`src/rtl/crc_chk_pkg.sv`:
```
// Package: shared register bit positions and the test strobe bundle for the
// CRC checker. Assumes an 8-bit control register.
package crc_chk_pkg;
    localparam int CTL_W   = 8;
    localparam int B_ERR   = 7;
    localparam int B_ASEED = 5;
    localparam int B_TSEED = 4;
    localparam int B_TCHK  = 3;
    localparam int B_TADD  = 2;
    localparam int B_DSEL  = 0;

    typedef struct packed {
        logic seed;
        logic chk;
        logic add;
    } tst_cmd_t;
endpackage

```
`src/rtl/crc_step.sv`:
```
// crc_step: combinational fold of one data word into a CRC, MSB first,
// non-reflected. Assumes DATA_W bits are consumed per call, highest first.
module crc_step #(
    parameter int          DATA_W = 32,
    parameter int          CRC_W  = 32,
    parameter logic [31:0] POLY   = 32'h04C11DB7
) (
    input  logic [CRC_W-1:0]  crc_in,
    input  logic [DATA_W-1:0] data,
    output logic [CRC_W-1:0]  crc_out
);
    localparam logic [CRC_W-1:0] GEN = POLY[CRC_W-1:0];

    // Shift each data bit through the LFSR in turn.
    always_comb begin
        logic [CRC_W-1:0] r;
        r = crc_in;
        for (int i = DATA_W - 1; i >= 0; i--) begin
            if (r[CRC_W-1] ^ data[i]) r = {r[CRC_W-2:0], 1'b0} ^ GEN;
            else                      r = {r[CRC_W-2:0], 1'b0};
        end
        crc_out = r;
    end
endmodule

```
`src/rtl/crc_accum.sv`:
```
// crc_accum: running CRC register with seed, accumulate and compare.
// Holds the last input word and the last accepted received CRC. Assumes
// hardware checks count only during double-transition data-in.
module crc_accum
    import crc_chk_pkg::*;
#(
    parameter int          DATA_W = 32,
    parameter int          CRC_W  = 32,
    parameter logic [31:0] POLY   = 32'h04C11DB7,
    parameter logic [31:0] SEED   = 32'hFFFFFFFF
) (
    input  logic              clk,
    input  logic              rst_n,
    input  logic              in_valid,
    input  logic [DATA_W-1:0] in_data,
    input  logic              dt_datain,
    input  logic              chk_valid,
    input  logic [CRC_W-1:0]  chk_crc,
    input  logic              xfer_seed,
    input  logic              auto_seed_en,
    input  tst_cmd_t          tst,
    output logic [CRC_W-1:0]  crc_q,
    output logic              mismatch
);
    localparam logic [CRC_W-1:0] SEED_V = SEED[CRC_W-1:0];

    logic [DATA_W-1:0] in_hold;
    logic [CRC_W-1:0]  rx_hold;
    logic [CRC_W-1:0]  crc_nx;
    logic [DATA_W-1:0] add_word;
    logic hw_chk, chk_any, seed_req, add_req;

    // Qualify checks, pick the reseed and accumulate sources.
    always_comb begin
        hw_chk   = chk_valid & dt_datain;
        chk_any  = hw_chk | tst.chk;
        seed_req = tst.seed | xfer_seed | (auto_seed_en & dt_datain & chk_any);
        add_req  = in_valid | tst.add;
        add_word = in_valid ? in_data : in_hold;
        mismatch = (hw_chk & (crc_q != chk_crc)) | (tst.chk & (crc_q != rx_hold));
    end

    crc_step #(.DATA_W(DATA_W), .CRC_W(CRC_W), .POLY(POLY)) u_step (
        .crc_in (crc_q),
        .data   (add_word),
        .crc_out(crc_nx)
    );

    // Running CRC: reseed wins over accumulate.
    always_ff @(posedge clk) begin
        if (!rst_n)        crc_q <= SEED_V;
        else if (seed_req) crc_q <= SEED_V;
        else if (add_req)  crc_q <= crc_nx;
    end

    // Hold registers for the last input word and last received CRC.
    always_ff @(posedge clk) begin
        if (!rst_n) begin
            in_hold <= '0;
            rx_hold <= '0;
        end else begin
            if (in_valid) in_hold <= in_data;
            if (hw_chk)   rx_hold <= chk_crc;
        end
    end

    p_xfer_seed_r8: assert property (@(posedge clk) disable iff (!rst_n)
        xfer_seed |=> (crc_q == SEED_V));
    p_test_seed_r9: assert property (@(posedge clk) disable iff (!rst_n)
        tst.seed |=> (crc_q == SEED_V));
    p_auto_seed_r7: assert property (@(posedge clk) disable iff (!rst_n)
        (auto_seed_en && dt_datain && chk_valid) |=> (crc_q == SEED_V));
    p_idle_hold_r2: assert property (@(posedge clk) disable iff (!rst_n)
        (!in_valid && !tst.add && !tst.seed && !xfer_seed && !(chk_any && auto_seed_en))
        |=> $stable(crc_q));
    p_ignore_chk_r3: assert property (@(posedge clk) disable iff (!rst_n)
        (chk_valid && !dt_datain && !tst.chk) |-> !mismatch);
endmodule

```
`src/rtl/crc_ctl_reg.sv`:
```
// crc_ctl_reg: 8-bit control/status register. Holds the auto-seed and
// data-select bits, decodes the self-clearing test strobes, and keeps the
// sticky error flag. Assumes a new error wins over any clear in that cycle.
module crc_ctl_reg
    import crc_chk_pkg::*;
(
    input  logic             clk,
    input  logic             rst_n,
    input  logic             wr,
    input  logic [CTL_W-1:0] wdata,
    input  logic             err_set,
    input  logic             chk_en,
    input  logic             irq_en,
    input  logic             stat_rd0,
    input  logic             stat_rd1,
    output logic [CTL_W-1:0] rdata,
    output tst_cmd_t         tst,
    output logic             auto_seed_en,
    output logic             data_sel,
    output logic             crc_err,
    output logic             irq_crc_set
);
    logic err_clr;
    logic unused_wbits;

    assign unused_wbits = ^{wdata[6], wdata[1]};

    // Decode the write-side strobes and the clear sources.
    always_comb begin
        tst.seed = wr & wdata[B_TSEED];
        tst.chk  = wr & wdata[B_TCHK];
        tst.add  = wr & wdata[B_TADD];
        err_clr  = (wr & wdata[B_ERR]) | stat_rd0 | stat_rd1;
    end

    // Read/write control bits.
    always_ff @(posedge clk) begin
        if (!rst_n) begin
            auto_seed_en <= 1'b0;
            data_sel     <= 1'b0;
        end else if (wr) begin
            auto_seed_en <= wdata[B_ASEED];
            data_sel     <= wdata[B_DSEL];
        end
    end

    // Sticky error flag and the interrupt set pulse.
    always_ff @(posedge clk) begin
        if (!rst_n) begin
            crc_err     <= 1'b0;
            irq_crc_set <= 1'b0;
        end else begin
            if (err_set)      crc_err <= 1'b1;
            else if (err_clr) crc_err <= 1'b0;
            irq_crc_set <= err_set & chk_en & irq_en;
        end
    end

    // Read value: strobes and reserved bits read 0.
    always_comb begin
        rdata          = '0;
        rdata[B_ERR]   = crc_err;
        rdata[B_ASEED] = auto_seed_en;
        rdata[B_DSEL]  = data_sel;
    end

    p_set_wins_r5: assert property (@(posedge clk) disable iff (!rst_n)
        err_set |=> crc_err);
    p_clear_r4: assert property (@(posedge clk) disable iff (!rst_n)
        (err_clr && !err_set) |=> !crc_err);
    p_sticky_r4: assert property (@(posedge clk) disable iff (!rst_n)
        (crc_err && !err_clr) |=> crc_err);
    p_irq_flag_r6: assert property (@(posedge clk) disable iff (!rst_n)
        irq_crc_set |-> crc_err);
    p_irq_gate_r6: assert property (@(posedge clk) disable iff (!rst_n)
        (err_set && !(chk_en && irq_en)) |=> !irq_crc_set);
endmodule

```
`src/rtl/crc_chk_ctl.sv`:
```
// crc_chk_ctl: top of the CRC checker. Connects the control register to the
// CRC datapath. Assumes one data word per in_valid and a received CRC word
// presented with chk_valid.
module crc_chk_ctl
    import crc_chk_pkg::*;
#(
    parameter int          DATA_W = 32,
    parameter int          CRC_W  = 32,
    parameter logic [31:0] POLY   = 32'h04C11DB7,
    parameter logic [31:0] SEED   = 32'hFFFFFFFF
) (
    input  logic              clk,
    input  logic              rst_n,
    input  logic              reg_wr,
    input  logic [7:0]        reg_wdata,
    output logic [7:0]        reg_rdata,
    input  logic              in_valid,
    input  logic [DATA_W-1:0] in_data,
    input  logic              dt_datain,
    input  logic              chk_valid,
    input  logic [CRC_W-1:0]  chk_crc,
    input  logic              xfer_seed,
    input  logic              crc_chk_en,
    input  logic              par_irq_en,
    input  logic              stat_rd0,
    input  logic              stat_rd1,
    output logic [CRC_W-1:0]  crc_value,
    output logic              crc_err,
    output logic              irq_crc_set,
    output logic              data_sel
);
    tst_cmd_t tst;
    logic     auto_seed_en;
    logic     mismatch;

    crc_ctl_reg u_reg (
        .clk         (clk),
        .rst_n       (rst_n),
        .wr          (reg_wr),
        .wdata       (reg_wdata),
        .err_set     (mismatch),
        .chk_en      (crc_chk_en),
        .irq_en      (par_irq_en),
        .stat_rd0    (stat_rd0),
        .stat_rd1    (stat_rd1),
        .rdata       (reg_rdata),
        .tst         (tst),
        .auto_seed_en(auto_seed_en),
        .data_sel    (data_sel),
        .crc_err     (crc_err),
        .irq_crc_set (irq_crc_set)
    );

    crc_accum #(.DATA_W(DATA_W), .CRC_W(CRC_W), .POLY(POLY), .SEED(SEED)) u_acc (
        .clk         (clk),
        .rst_n       (rst_n),
        .in_valid    (in_valid),
        .in_data     (in_data),
        .dt_datain   (dt_datain),
        .chk_valid   (chk_valid),
        .chk_crc     (chk_crc),
        .xfer_seed   (xfer_seed),
        .auto_seed_en(auto_seed_en),
        .tst         (tst),
        .crc_q       (crc_value),
        .mismatch    (mismatch)
    );
endmodule

```
`config.mk`:
```
export PLATFORM = sky130hd
export DESIGN_NAME = crc_chk_ctl
export DESIGN_NICKNAME = d
export VERILOG_FILES = /design/src/rtl/crc_chk_pkg.sv /design/src/rtl/crc_step.sv /design/src/rtl/crc_accum.sv /design/src/rtl/crc_ctl_reg.sv /design/src/rtl/crc_chk_ctl.sv
export SDC_FILE = /design/constraint.sdc
export NUM_CORES = 1
export LEC_CHECK = 0
export BUFFER_PORTS_ARGS = -buffer_cell sky130_fd_sc_hd__buf_2
export CAP_MARGIN = 20
export CORE_ASPECT_RATIO = 1.25
export CORE_MARGIN = 1.5
export CORE_UTILIZATION = 40
export DETAILED_ROUTE_END_ITERATION = 10
export MAX_ROUTING_LAYER = met4
export PLACE_DENSITY = 0.67
export SYNTH_ARGS = -nofsm -noshare
export SYNTH_HDL_FRONTEND = slang
export SYNTH_SLANG_ARGS = --single-unit
```
`constraint.sdc`:
```
create_clock -name clk -period 10 [get_ports clk]
set_input_delay 2 -clock clk [delete_from_list [all_inputs] [get_ports clk]]
set_output_delay 2 -clock clk [all_outputs]
set_load 0.005 [all_outputs]
```
==> results_dict.tcl <==
set metrics [dict create \
    vias 5342 \
    synth.distinct_cells 36 \
    die_h_um 156 \
    synthToLayoutAreaGrowth_pct 15.1 \
    synth-edff-count 0 \
    diodes 0 \
    drive_above_1_share_pct 21.3 \
    postCtsHoldBufs 0 \
    slew_headroom_pct 43.1 \
    h-tree-depth 3 \
    holdWs_ps 467 \
    r2r_start "u_acc.in_hold[26]" \
    clk_path_buf_depth 2 \
    avgSynthCellArea_um2 10.0 \
    vias_per_cell 4.96 \
    dp_hpwl_mm 15.8 \
    skew_ps 10.2 \
    cts_root_buf "clkbuf_16" \
    cp-start-kind "input pin" \
    postLayoutCellArea_um2 8570 \
    required_ps 10220 \
    end_kind "flop" \
    cts.sinks 100 \
    wl_per_cell_um 18.6 \
    final_antenna_net_count 0 \
    ys_warn_count 0 \
    overflow 0 \
    min_period_ps 6580 \
    dieArea_um2 19500 \
    grt_pass1_wl_mm 30.7 \
    min_from "u_acc.rx_hold[21]" \
    postCtsSetupBuffers 0 \
    cp-startpoint "in_valid" \
    worst_pin_slew_ps 848 \
    drt_first_pass_iters 4 \
    insertion_delay_ps 340 \
    synth_cells 743 \
    finalSetupViolations 0 \
    max_freq_ghz 0.152 \
    synth_common_cells "xnor2_1, dfxtp_1, nand2_1" \
    grt_pass1_vias 5410 \
    route.detailed.drc 0 \
    synth_flop_cell "dfxtp_1" \
    wl_mm 20.0 \
    chipWidth_um 125 \
    setup-tns-final_ps 0 \
    core_area_um2 18200 \
    fin_crit_sh_pct 65.8 \
    fillers 1731 \
    drtIter0Drc 403 \
    antenna_found_initial 0 \
    status "completed" \
    gp_congestion 0.942 \
    cts_inserted_buffers 9 \
    async_flop_share_pct 0 \
    synth_most_common_cell "xnor2_1" \
    netlist_top_cells_area "dfxtp_1, xnor2_1, xnor3_1, xor2_1, nand2_1" \
    nets 928 \
    yosysTopAreaCellShare_pct 26.9 \
    dpl-instance-area_um2 8210 \
    path_class "in2reg" \
    grt_max_degree 69 \
    min-delay-path-class "reg2reg" \
    ctsResizeCount 0 \
    clk_pin_slew_ps 70 \
    synth_area_um2 7450 \
    synth_seq_cells 100 \
    maxCapViolations 0 \
    rsz0062_at_grt "no" \
    grt_usage_pct 21.4 \
    path_max_fanout 34 \
    crit_arrival_ps 6810 \
    numPortBuffers 118 \
    initial_core_util_pct 41.0 \
    synth_top_cell_by_area "dfxtp_1" \
    io_pins 126 \
    fp-row-count 55 \
    r2r_setup_slack_ps 5550 \
    final_util_pct 47.2 \
    hold_viol 0 \
    cts_tree "done" \
    ys_seq_area_share_pct 26.9 \
    drv_slew 0 \
]
-- cells by family (layout without fill, tap and decap cells) --
| kind of cell | Yosys count | in the layout | share of synthesized area (%) |
|---|---|---|---|
| muxes | 34 | 34 | 5.11 |
| DFF | 100 | 100 | 26.9 |
| xor gates and xnor gates | 327 | 327 | 50.2 |
| buffers and inverters | 38 | 140 | 2.76 |
| AOI/OAI and AO/OA | 70 | 70 | 5.48 |
| other | 1 | 5 | 0.0504 |
| and+or+nand+nor | 173 | 173 | 9.51 |
-- layer usage --
metal | GRT usage, % | up-vias | wire (um)
met5 | - | - | 0
met4 | 10.4 | 0 | 976
met3 | 2.16 | 37 | 681
met2 | 38.0 | 137 | 10400
met1 | 24.0 | 2543 | 7990
li1 | - | 2625 | -
-- critical path, stage by stage --
cell	delay, ps
buf_2	70
buf_4	540
mux2i_1	270
xnor2_2	610
xnor3_1	510
xor2_1	630
xor3_1	370
xnor2_1	650
xnor2_1	330
xnor3_1	430
xnor2_1	150
a21oi_1	70
nand2b_1	150
-- area by class of cell --
type / count / area [um^2] / area share (%)
multi-input combinational: 609 / 5270 / 61.5
sequential: 100 / 2000 / 23.4
clock inverter: 6 / 111 / 1.30
inverter: 1 / 3.75 / 0.0438
tap: 228 / 285 / 3.33
timing repair buffer: 124 / 668 / 7.80
clock buffer: 9 / 225 / 2.63
-- flip-flops by register name, summed over array words and instances (netlist names) --
name                flops
u_acc.crc_q            32
u_acc.in_hold          32
u_acc.rx_hold          32
u_reg.auto_seed_en      1
u_reg.crc_err           1
u_reg.data_sel          1
u_reg.irq_crc_set       1
-- worst paths after layout --
path	end	depth (start not counted)
max	u_acc.crc_q[13]	13
min	u_acc.rx_hold[21]	2
max reg2reg	u_acc.crc_q[13]	11
min reg2reg	u_acc.rx_hold[21]	2
-- placed cells by master (no fill, tap or decap), drive strengths merged, types with 4 or more instances in the layout --
cell type and n:
xnor3 35, dfxtp 100, clkbuf 9, conb 5, nand4 16, o21ai 10, xor2 46, buf 124
o211ai 19, nand2 91, nor4 4, mux2i 34, xor3 6, a21oi 37, nor2 57, xnor2 240
-- metrics by stage --
step | instances | setup WS (ps)
final | 1077 | 3420
after global routing | 1077 | 3170
after CTS | 1076 | 3450
after detailed placement | 1061 | 3110
after global placement | 1060 | 3150
after floorplan | 747 | 4330
Power is not shown: default switching activity piles up to over one toggle a cycle in this logic, so the estimate is an artifact.
